==> src/rtl/i2c_bem_pkg.sv <==
package i2c_bem_pkg;
  typedef enum logic {MON_IDLE = 1'b0, MON_HALT = 1'b1} mon_state_t;

  typedef struct packed {
    logic start;
    logic stop;
    logic scl_rise;
  } bus_ev_t;
endpackage

==> src/rtl/i2c_bem_sync.sv <==
module i2c_bem_sync #(
  parameter int STAGES = 2,
  parameter int LINES  = 2
) (
  input  logic             clk,
  input  logic             rst_n,
  input  logic [LINES-1:0] raw,
  output logic [LINES-1:0] synced
);
  for (genvar g = 0; g < LINES; g++) begin : g_line
    logic [STAGES-1:0] chain;
    always_ff @(posedge clk or negedge rst_n) begin
      if (!rst_n) chain <= '1;
      else        chain <= {chain[STAGES-2:0], raw[g]};
    end
    assign synced[g] = chain[STAGES-1];
  end
endmodule

==> src/rtl/i2c_bem_cond.sv <==
module i2c_bem_cond
  import i2c_bem_pkg::*;
(
  input  logic    clk,
  input  logic    rst_n,
  input  logic    scl_s,
  input  logic    sda_s,
  output bus_ev_t ev
);
  logic scl_q, sda_q;

  always_ff @(posedge clk or negedge rst_n) begin
    if (!rst_n) begin
      scl_q <= 1'b1;
      sda_q <= 1'b1;
    end else begin
      scl_q <= scl_s;
      sda_q <= sda_s;
    end
  end

  always_comb begin
    ev.scl_rise = scl_s & ~scl_q;
    ev.start    = scl_s & scl_q & sda_q & ~sda_s;
    ev.stop     = scl_s & scl_q & ~sda_q & sda_s;
  end
endmodule

==> src/rtl/i2c_bem_track.sv <==
module i2c_bem_track
  import i2c_bem_pkg::*;
#(
  parameter int FRAME_BITS = 9
) (
  input  logic    clk,
  input  logic    rst_n,
  input  bus_ev_t ev,
  output logic    bad_cond
);
  localparam int CW = $clog2(FRAME_BITS + 2);
  localparam logic [CW-1:0] WRAP_AT = CW'(FRAME_BITS + 1);
  localparam logic [CW-1:0] FIRST_BAD = CW'(2);
  localparam logic [CW-1:0] LAST_BAD  = CW'(FRAME_BITS);

  logic [CW-1:0] rises;
  logic          in_frame;

  // rises counts SCL rises in the frame; the rise in progress is not yet complete
  always_ff @(posedge clk or negedge rst_n) begin
    if (!rst_n) begin
      rises    <= '0;
      in_frame <= 1'b0;
    end else if (ev.start || ev.stop) begin
      rises    <= '0;
      in_frame <= ev.start;
    end else if (ev.scl_rise && in_frame) begin
      rises <= (rises == WRAP_AT) ? FIRST_BAD : rises + 1'b1;
    end
  end

  assign bad_cond = in_frame && (ev.start || ev.stop) &&
                    (rises >= FIRST_BAD) && (rises <= LAST_BAD);
endmodule

==> src/rtl/i2c_bem_regs.sv <==
module i2c_bem_regs
  import i2c_bem_pkg::*;
(
  input  logic clk,
  input  logic rst_n,
  input  logic bad_cond,
  input  logic wr_en,
  input  logic wr_err,
  input  logic wr_ie,
  output logic err_flag,
  output logic err_ie,
  output logic irq,
  output logic halt,
  output logic xfer_ie_clr
);
  mon_state_t state;
  logic       sw_clear;

  assign sw_clear = wr_en && !wr_err;

  always_ff @(posedge clk or negedge rst_n) begin
    if (!rst_n) begin
      err_flag    <= 1'b0;
      err_ie      <= 1'b0;
      xfer_ie_clr <= 1'b0;
      state       <= MON_IDLE;
    end else begin
      if (bad_cond)      err_flag <= 1'b1;
      else if (sw_clear) err_flag <= 1'b0;
      if (wr_en) err_ie <= wr_ie;
      xfer_ie_clr <= bad_cond;
      case (state)
        MON_IDLE: if (bad_cond) state <= MON_HALT;
        MON_HALT: if (!bad_cond && sw_clear) state <= MON_IDLE;
        default:  state <= MON_IDLE;
      endcase
    end
  end

  assign halt = (state == MON_HALT);
  assign irq  = err_flag & err_ie;
endmodule

==> src/rtl/i2c_bus_err_mon.sv <==
module i2c_bus_err_mon
  import i2c_bem_pkg::*;
#(
  parameter int SYNC_STAGES = 2,
  parameter int FRAME_BITS  = 9
) (
  input  logic clk,
  input  logic rst_n,
  input  logic scl_in,
  input  logic sda_in,
  input  logic wr_en,
  input  logic wr_err,
  input  logic wr_ie,
  output logic err_flag,
  output logic err_ie,
  output logic irq,
  output logic halt,
  output logic xfer_ie_clr
);
  logic [1:0] lines_s;
  bus_ev_t    ev;
  logic       bad_cond;

  i2c_bem_sync #(.STAGES(SYNC_STAGES), .LINES(2)) u_sync (
    .clk(clk), .rst_n(rst_n), .raw({scl_in, sda_in}), .synced(lines_s)
  );

  i2c_bem_cond u_cond (
    .clk(clk), .rst_n(rst_n), .scl_s(lines_s[1]), .sda_s(lines_s[0]), .ev(ev)
  );

  i2c_bem_track #(.FRAME_BITS(FRAME_BITS)) u_track (
    .clk(clk), .rst_n(rst_n), .ev(ev), .bad_cond(bad_cond)
  );

  i2c_bem_regs u_regs (
    .clk(clk), .rst_n(rst_n), .bad_cond(bad_cond),
    .wr_en(wr_en), .wr_err(wr_err), .wr_ie(wr_ie),
    .err_flag(err_flag), .err_ie(err_ie), .irq(irq),
    .halt(halt), .xfer_ie_clr(xfer_ie_clr)
  );
endmodule

==> config.mk <==
export PLATFORM = sky130hd
export DESIGN_NAME = i2c_bus_err_mon
export DESIGN_NICKNAME = d
export VERILOG_FILES = /design/src/rtl/i2c_bem_pkg.sv /design/src/rtl/i2c_bem_sync.sv /design/src/rtl/i2c_bem_cond.sv /design/src/rtl/i2c_bem_track.sv /design/src/rtl/i2c_bem_regs.sv /design/src/rtl/i2c_bus_err_mon.sv
export SDC_FILE = /design/constraint.sdc
export NUM_CORES = 1
export LEC_CHECK = 0
export BUFFER_PORTS_ARGS = -buffer_cell sky130_fd_sc_hd__buf_4
export CORE_AREA = 2 2 39 41
export CTS_CLUSTER_DIAMETER = 150
export DETAILED_ROUTE_END_ITERATION = 12
export DIE_AREA = 0 0 41 43
export GPL_TIMING_DRIVEN = 0
export PLACE_DENSITY = 0.74
export SLEW_MARGIN = 20
export SYNTH_ARGS = -nofsm -noshare
export SYNTH_HDL_FRONTEND = slang
export SYNTH_SLANG_ARGS = --single-unit
==> constraint.sdc <==
create_clock -name clk -period 4.03 [get_ports clk]
set_input_delay 0.6045 -clock clk [delete_from_list [all_inputs] [get_ports clk]]
set_output_delay 0.6045 -clock clk [all_outputs]
set_load 0.005 [all_outputs]
======== After elaboration in Yosys (flattened, before gate mapping) ========
Index checks and enable logic that the tools add are counted.
W data, S select, Z words.
word-level totals
  bits in registers ....................... 15
  input port bits ......................... 7
  output and inout bits ................... 5
  logic and storage cells ................. 44
cells by class
  add/subtract/negate cells ............... 1
  order comparisons ....................... 2
  eq/ne operators ......................... 1
  mux-type cells .......................... 8
  bitwise gates (word level) .............. 11
  reductions and logical operators ........ 11
operator list
  kind                   count
  $mux W4                3
  $and A1 B1 Y1          7
  $logic_and A1 B1 Y1    6
  $add A4 B1 Y4 const B  1
  $eq A4 B4 Y1 const B   1
  $ge A4 B2 Y1 const B   1
  $le A4 B4 Y1 const B   1
  $mux W1                4
  $not A1 Y1             4
  $reduce_bool A2 Y1     2
  $logic_not A1 Y1       2
  $pmux W1 S2            1
  $logic_or A1 B1 Y1     1

======== Logic depth before layout (Yosys ltp) ========
Gate-level depths: netlist of run 1.
  word-level depth ........................ 11
  mapped depth ............................ 6
  mapped depth without buffers ............ 6

======== Cells and area by module ========
Synthesis of run 1 repeated with hierarchy kept, for this count alone.
second synthesis, totals
  cells, all modules ...................... 57
  area total of the unflattened synthesis .. 663.1 sq um
modules (own cells, without submodules)
  module         times used  cells an instance  area an instance (sq um)  sequential area each (sq um)
  i2c_bem_track  1           37                 321.6                     125.1
  i2c_bem_regs   1           9                  142.6                     100.1
  i2c_bem_sync   1           6                  120.1                     105.1
  i2c_bem_cond   1           5                  78.8                      52.6

======== Worst setup path after synthesis of run 1 ========
OpenSTA, ideal clock, no wires.
  path kind ............................... register to register
  start point ............................. register u_track.rises[0]
  end point ............................... register u_regs.err_flag
  library setup time ...................... 0.118 ns
  arrival time ............................ 1.277 ns
  data required time ...................... 3.912 ns
  setup slack ............................. 2.635 ns
  stages on the path, launching flop included .. 6
  path buffers ............................ 0
  clock period less this slack ............ 1.395 ns
  cells stage by stage .................... dfrtp_1 -> inv_1 -> ha_1 -> o41ai_1 -> a211oi_2 -> a21o_1
on the way
  word-level cells in the longest chain between the ends .. 4
  elaborated cells between the ends (all ways) .. 6
  those cells by class .................... 2 x order compare; 1 x mux; 3 x reduce/logical
ends and longest elaborated chain
  item                                                  RTL line               RTL
  start, declared                                       i2c_bem_track.sv:16    logic [CW-1:0] rises;
  start signal, assigned                                i2c_bem_track.sv:28    rises <= (rises == WRAP_AT) ? FIRST_BAD : rises + 1'b1;
  $ge A4 B2 Y1                                          i2c_bem_track.sv:33    (rises >= FIRST_BAD) && (rises <= LAST_BAD);
  $logic_and A1 B1 Y1                                   i2c_bem_track.sv:32    assign bad_cond = in_frame && (ev.start || ev.stop) &&
  $logic_and A1 B1 Y1 (*)                               i2c_bem_track.sv:33
  via bad_cond                                          i2c_bus_err_mon.sv:22  logic bad_cond;
  $mux W1 / $reduce_bool A2 Y1 (equally long branches)  n/a
  end signal, assigned                                  i2c_bem_regs.sv:23     err_flag <= 1'b0;
  end signal, assigned                                  i2c_bem_regs.sv:28     if (bad_cond) err_flag <= 1'b1;
  end signal, assigned                                  i2c_bem_regs.sv:29     else if (sw_clear) err_flag <= 1'b0;
  end, declared                                         i2c_bem_regs.sv:10     output logic err_flag,
Mark *: on every way through the listed nets, which the timed path passes. The rest lies on a longest branch.
A chain may end at the register's enable or synchronous reset.

======== Worst setup path in the final report of run 1 ========
  start point ............................. register u_regs.err_flag
  end point ............................... output port irq
on the way
  word-level cells in the longest chain between the ends .. 1
ends and longest elaborated chain
  item           RTL line               RTL
  $and A1 B1 Y1  i2c_bem_regs.sv:41     assign irq = err_flag & err_ie;
  end, declared  i2c_bus_err_mon.sv:16  output logic irq,
Every way passes these cells.

==> results of run 1 <==
[registers in the layout, summed over array words and instances, names as in the netlist]
name	flops
u_sync.g_line.chain	4
u_track.rises	4
u_cond.scl_q	1
u_cond.sda_q	1
u_regs.err_flag	1
u_regs.err_ie	1
u_regs.halt	1
u_regs.xfer_ie_clr	1
u_track.in_frame	1
[final timing paths]
| path | start | to | slack (ns) | cells after the start |
|---|---|---|---|---|
| worst max-delay path | u_regs.err_flag$_DFFE_PN0P_ | irq | 2.47 | 2 |
| worst max register to register | u_track.rises[0]$_DFFE_PN0P_ | u_regs.halt$_DFF_PN0_ | 2.52 | 5 |
| worst min register to register | u_sync.g_line[1].chain[0]$_DFF_PN1_ | u_sync.g_line[1].chain[1]$_DFF_PN1_ | 0.36 | 0 |
| worst min-delay path | rst_n | u_regs.xfer_ie_clr$_DFF_PN0_ | 0.16 | 1 |
| min in group clk | u_sync.g_line[1].chain[0]$_DFF_PN1_ | u_sync.g_line[1].chain[1]$_DFF_PN1_ | 0.36 | 0 |
| max in group asynchronous | rst_n | u_cond.sda_q$_DFF_PN1_ | 3.64 | 1 |
[cell usage after synthesis, types with 2 or more instances]
cell	n	area, µm²
nor2_1	2	7.510
dfstp_2	6	157.7
ha_1	4	50.05
nand2b_1	2	12.51
a21o_1	2	15.01
nand3_1	5	25.02
nand2_1	2	7.510
a21oi_1	2	10.01
inv_1	3	11.26
o21ai_1	2	10.01
a31oi_1	2	12.51
o21ai_0	3	15.01
dfrtp_1	9	225.2
[through the flow]
| stage | power, W | instance area [µm²] | setup slack [ns] | hold slack (ns) | std cells |
|---|---|---|---|---|---|
| 6_report | 0.0002844 | 799.5 | 2.470 | 0.1560 | 86 |
| 5_1_grt | 0.0003010 | 799.5 | 2.390 | 0.1527 | 86 |
| 4_1_cts | 0.0002898 | 799.5 | 2.457 | 0.1492 | 86 |
| 3_5_place_dp | 0.0002033 | 772.0 | 2.513 | 0.3497 | 82 |
| 3_3_place_gp | 0.0002019 | 772.0 | 2.538 | 0.3503 | 82 |
| 2_1_floorplan | 0.0001886 | 669.4 | 2.635 | 0.3089 | 55 |
[layer usage]
metal / global-route usage / vias to the layer above
met5: 0 / -
met4: 0.06000 / 0
met2: 0.2313 / 9
met3: 0.04712 / 0
met1: 0.1769 / 220
li1: - / 224
[placed cells by master, fill, tap and decap left out, types with 3 or more instances in the layout]
| cell type | n |
|---|---|
| inv_1 | 3 |
| o21ai_0 | 3 |
| buf_4 | 11 |
| dfrtp_1 | 9 |
| dfstp_2 | 6 |
| ha_1 | 4 |
| clkbuf_4 | 3 |
| nand3_1 | 5 |
[power groups by stage]
stage / combinational, W / sequential, W / clock (W)
floorplan: 0.0000177 / 0.000171 / 0
global placement: 0.0000294 / 0.000173 / 0
detailed placement: 0.0000304 / 0.000173 / 0
CTS: 0.0000313 / 0.000170 / 0.0000884
global route: 0.0000349 / 0.000172 / 0.0000943
finish: 0.0000303 / 0.000170 / 0.0000841
[critical path: cells and delay by family (launching register included)]
family | cells | cell delay, ns
buffers and inverters | 1 | 0.13
DFF | 1 | 0.40
and+or+nand+nor | 1 | 0.16
[logic make-up after synthesis]
family | count (synthesis) | share of synthesized area
muxes | 1 | 0.01682
xor gates and xnor gates | 1 | 0.02431
DFF | 15 | 0.5720
adders and majority gates | 4 | 0.07477
buffers and inverters | 4 | 0.03364
AOI/OAI and AO/OA | 16 | 0.1682
and+or+nand+nor | 14 | 0.1103
[final cells by class]
type | count | area, µm²
Buffer | 1 | 11.26
Clock buffer | 3 | 22.52
Sequential cell | 15 | 382.9
Timing Repair Buffer | 11 | 82.58
Clock inverter | 1 | 5.005
Inverter | 3 | 11.26
Fill cell | 119 | 584.3
Tap cell | 16 | 20.02
Multi-Input combinational cell | 36 | 264.0
==> impl_metrics.yaml, run 1 <==
power:
  pwr-share-clk: 0.296
  intPower_w: 0.0002128
  p_switching_w: 0.00007152
  switching_share: 0.2515
  ir_worst_vdd_mv: 0.2018
  pwr-share-seq: 0.598
  p_leak_nw: 0.3820
  powerDensity_mw_per_mm2: 355.7
  p_comb_frac: 0.106
clocking:
  clk_pin_slew_ns: 0.09
  clock-sinks: 15
  htreeDepth: 1
  cts.repair.resized: 0
  numCtsBuffers: 3
  root_buffer: "clkbuf_4"
  cts_buffer_depth: 2
  cts_tree: "done"
  holdBufCountCts: 0
  postCtsSetupRepairBufs: 0
  clock_latency_ns: 0.28
worst_setup_path:
  cp_cell_sequence: "and2_1 > buf_4"
  cp-start-kind: "flop"
  worstPathMaxFanout: 3
  worst-setup-path-type: "reg2out"
  max_stage_delay_ns: 0.40
  endpoint_kind: "output port"
  crit_path_top_delay_cell: "dfrtp_1"
  arrival_ns: 0.96
  crit_required_ns: 3.43
timing:
  min_period_over_period: 0.3872
  hold_violations: 0
  fin_skew_ns: 0.0008620
  fin_crit_ns: 1.560
  fin_tns_setup_ns: 0
  setup_viol: 0
  final_max_slew_viol_count: 0
  rsz0062_at_grt: "no"
  tightestPinTransition_ns: 0.3331
  relSlewSlack: 0.7750
  fmax_ghz: 0.6409
synthesis:
  synth_edf_count: 0
  avgSynthCellArea_um2: 12.17
  synth_ff_type: "dfrtp_1"
  synth_area_um2: 669.4
  synthDistinctLibCells: 24
  yosysWarningCount: 0
  seq_area_frac_synth: 0.5720
  netlist_instances: 55
  ys_seq_elements: 15
  syn_nets: 66
  synth_async_sr_flop_share: 1.000
finish:
  drive_gt1_frac: 0.3714
  num-nets-final: 82
  n_antenna_cell: 0
  syn_to_final_growth_pct: 19.44
  utilization: 0.5778
global_route:
  grt_pass1_vias: 430
  grt_max_degree: 16
  gr-total-overflow: 0
  grt_pass1_wl_um: 1731
  grt_antenna_before_repair: 0
  grtUsageTotal: 0.1471
routing:
  wl_um: 1048
  wl_met3_um: 53
  drc: 0
  wl_met1_um: 454
  wire_per_inst_um: 12.19
  drt_iter0_drc: 6
  wl_met2_um: 541
  top_layer_used: "met3"
  vias: 453
  viasPerCell: 5.267
  drt_pass1_iterations: 4
  antenna_left: 0
floorplan:
  start_util: 0.4837
  die_h_um: 43
  fp.coreArea_mm2: 0.001384
  ioPinCount: 12
  die-area_mm2: 0.001763
  std_cell_rows: 14
  die_w_um: 41
placed_design:
  post-dp-hpwl_um: 793.2
  io_buffers: 11
  routabilityCongestion: 0.7202
flow_run:
  cap_violations: 0
min_path:
  hp-class: "in2async"
outcome:
  status: "finished clean"
Note: power is estimated with default switching activity, not from simulation.
==> inputs of run 2 (changes only) <==
--- a/config.mk
+++ b/config.mk
@@ -5,13 +5,14 @@
 export SDC_FILE = /design/constraint.sdc
 export NUM_CORES = 1
 export LEC_CHECK = 0
+export ABC_AREA = 1
 export BUFFER_PORTS_ARGS = -buffer_cell sky130_fd_sc_hd__buf_4
-export CORE_AREA = 2 2 39 41
+export CORE_MARGIN = 2
+export CORE_UTILIZATION = 46
 export CTS_CLUSTER_DIAMETER = 150
 export DETAILED_ROUTE_END_ITERATION = 12
-export DIE_AREA = 0 0 41 43
 export GPL_TIMING_DRIVEN = 0
-export PLACE_DENSITY = 0.74
+export PLACE_DENSITY = 0.71
 export SLEW_MARGIN = 20
 export SYNTH_ARGS = -nofsm -noshare
 export SYNTH_HDL_FRONTEND = slang
==> constraint.sdc (replaced) <==
create_clock -name clk -period 1.4 [get_ports clk]
set_input_delay 0.21 -clock clk [delete_from_list [all_inputs] [get_ports clk]]
set_output_delay 0.21 -clock clk [all_outputs]
set_load 0.005 [all_outputs]
==> impl_metrics.yaml, run 2 <==
timing:
  relSlewSlack: 0.8425
  rsz0062_at_grt: "no"
  setup_viol: 0
  timing.hold.ws_ns: 0.03471
  fin_tns_setup_ns: 0
  setup_ws_ns: 0.1728
  fin_crit_ns: 1.227
  fin_skew_ns: 0.002750
  fmax_ghz: 0.8149
  final_max_slew_viol_count: 0
  tightestPinTransition_ns: 0.2356
  hold_violations: 0
  min_period_over_period: 0.8765
power:
  p_leak_nw: 0.4575
  p_total_w: 0.001018
  powerDensity_mw_per_mm2: 1232
  ir_worst_vdd_mv: 0.8118
placed_design:
  detailedPlace.worstSlack_ns: 0.1133
  routabilityCongestion: 0.7629
  io_buffers: 11
  post-dp-hpwl_um: 815.8
  placed_cells: 98
finish:
  mostFrequentLayoutCells: "20 x nand2_1, 13 x inv_1, 11 x buf_4"
  stdcell_count: 103
  syn_to_final_growth_pct: 20.44
  n_antenna_cell: 0
  final_common_cell: "nand2_1"
  num-nets-final: 100
  largestRegisters: "u_sync.g_line.chain x4, u_track.rises x4"
  drive_gt1_frac: 0.3068
synthesis:
  yosys.area_share.simple: 0.2354
  synthDistinctLibCells: 18
  synth_async_sr_flop_share: 1.000
  synth_top_cell_by_area: "dfrtp_1"
  syn_nets: 83
  netlist_instances: 72
  synth_xor_area_frac: 0.01277
  ys_seq_elements: 15
  yosys-top-cells-area: "dfrtp_1 33%, dfstp_2 23%, nand2_1 11%, ha_1 7.3%, inv_1 7.1%"
  synth-compound-area-share: 0.03285
  synth_ff_type: "dfrtp_1"
  synth_top_area_frac: 0.3285
  avgSynthCellArea_um2: 9.523
  yosysWarningCount: 0
  seq_area_frac_synth: 0.5584
  synth_area_um2: 685.7
  synthAdderAreaFrac: 0.07299
  synth_most_common_cell: "nand2_1"
  synth_top_family_by_area: "simple AND/OR/NAND/NOR gates"
  synth_mux_area_frac: 0.01642
  synth_edf_count: 0
  synth_common_cells: "20 x nand2_1, 13 x inv_1, 9 x dfrtp_1"
clocking:
  clock_latency_ns: 0.27
  clk_pin_slew_ns: 0.08
  root_buffer: "clkbuf_4"
  cts_buffer_depth: 2
  htreeDepth: 1
  cts_tree: "done"
  clock-sinks: 15
  numCtsBuffers: 3
  postCtsSetupRepairBufs: 0
worst_setup_path:
  cp-start-kind: "flop"
  crit_end: "u_regs.halt$_DFF_PN0_"
  crit_required_ns: 1.57
  endpoint_kind: "flop"
  timing.rr.end: "u_regs.halt$_DFF_PN0_"
  r2r_cells: 8
  worst-setup-path-type: "reg2reg"
  worstReg2RegStart: "u_track.rises[0]$_DFFE_PN0P_"
  arrival_ns: 1.40
  r2r_setup_slack_ns: 0.17
  worstPathMaxFanout: 6
  startpoint: "u_track.rises[0]$_DFFE_PN0P_"
floorplan:
  start_util: 0.5079
  die-area_mm2: 0.001815
  ioPinCount: 12
  die_w_um: 42.61
  die_h_um: 42.61
  std_cell_rows: 13
  fp.coreArea_mm2: 0.001350
min_path:
  hp-class: "in2reg"
  min_from: "sda_in"
global_route:
  grtUsageTotal: 0.1538
  grt_pass1_wl_um: 2049
  grt_max_degree: 16
  gr-total-overflow: 0
  grt_antenna_before_repair: 0
  grt_pass1_vias: 487
routing:
  wl_um: 1070
  drt_iter0_drc: 4
  antenna_left: 0
  drt_pass1_iterations: 4
  drc: 0
  wire_per_inst_um: 10.39
  vias: 505
  viasPerCell: 4.903
flow_run:
  cap_violations: 0
outcome:
  status: "finished clean"
==> run 2: cell types whose count changed after synthesis, moves of 2 or more <==
cell,change
nand2b_1,-2
a21oi_1,-2
nand4_1,+2
a21o_1,-2
inv_1,+10
nand2_1,+18
a31oi_1,-2
==> run 2: timing repair <==
item / CTS / global route
endpoints found under the setup margin: 0 / 3
hold buffers: 1 / 0
endpoints found under the hold margin: 15 / 0
resized for setup: 0 / 2
==> run 2: area by class of cell <==
cell class                      count  area [µm²]
Fill cell                         125       524.3
Clock buffer                        4       26.28
Inverter                           13       48.80
Multi-Input combinational cell     44       254.0
Tap cell                           15       18.77
Sequential cell                    15       385.4
Timing Repair Buffer               12       92.59
==> run 2: metal layers <==
layer  vias up  GRT usage  part of all wire
met2         7     0.2523              0.50
met5         -          0                 0
met3         0    0.07759             0.048
li1        255          -                 -
met4         0    0.03750                 0
met1       243     0.1781              0.45
==> run 2: worst min-delay path by stage <==
| stage | to | cells past startpoint | slack, ns |
|---|---|---|---|
| floorplan | u_regs.err_flag$_DFFE_PN0P_ | 0 | -0.09 |
| global placement | u_track.rises[2]$_DFFE_PN0P_ | 1 | 0.07 |
| detailed placement | u_track.rises[2]$_DFFE_PN0P_ | 1 | 0.07 |
| CTS | u_sync.g_line[1].chain[0]$_DFF_PN1_ | 1 | 0.03 |
| global route | u_sync.g_line[1].chain[0]$_DFF_PN1_ | 1 | 0.01 |
| finish | u_sync.g_line[0].chain[0]$_DFF_PN1_ | 1 | 0.03 |
==> run 2: report_power, final <==
part / internal (W) / switching (W)
registers: 0.000498 / 0.0000639
logic: 0.000109 / 0.000115
clock network: 0.000110 / 0.000121
==> run 2: kinds of logic (layout without fill, tap and decap cells) <==
group,count (synthesis),count (layout)
AND/OR/NAND/NOR,34,34
flip-flops,15,15
buffers and inverters,13,29
adder cells (fa/ha/maj),4,4
AO/OA/AOI/OAI,4,4
XOR/XNOR,1,1
multiplexers,1,1
==> run 2: worst max-delay path: stages (launching register included) <==
cell and delay, ns:
dfrtp_2 0.42, inv_1 0.09, ha_1 0.23, nor2_1 0.11
nand2_1 0.06, nand2_1 0.06, nor2_2 0.04, nand2_2 0.06
nand2_1 0.05
==> run 2: stage by stage <==
| stage | util | cell area (µm²) |
|---|---|---|
| 2_1_floorplan | - | 685.7 |
| 3_3_place_gp | 0.5829 | 787.0 |
| 3_5_place_dp | 0.5829 | 787.0 |
| 4_1_cts | 0.6098 | 823.3 |
| 5_1_grt | 0.6117 | 825.8 |
| 6_report | 0.6117 | 825.8 |
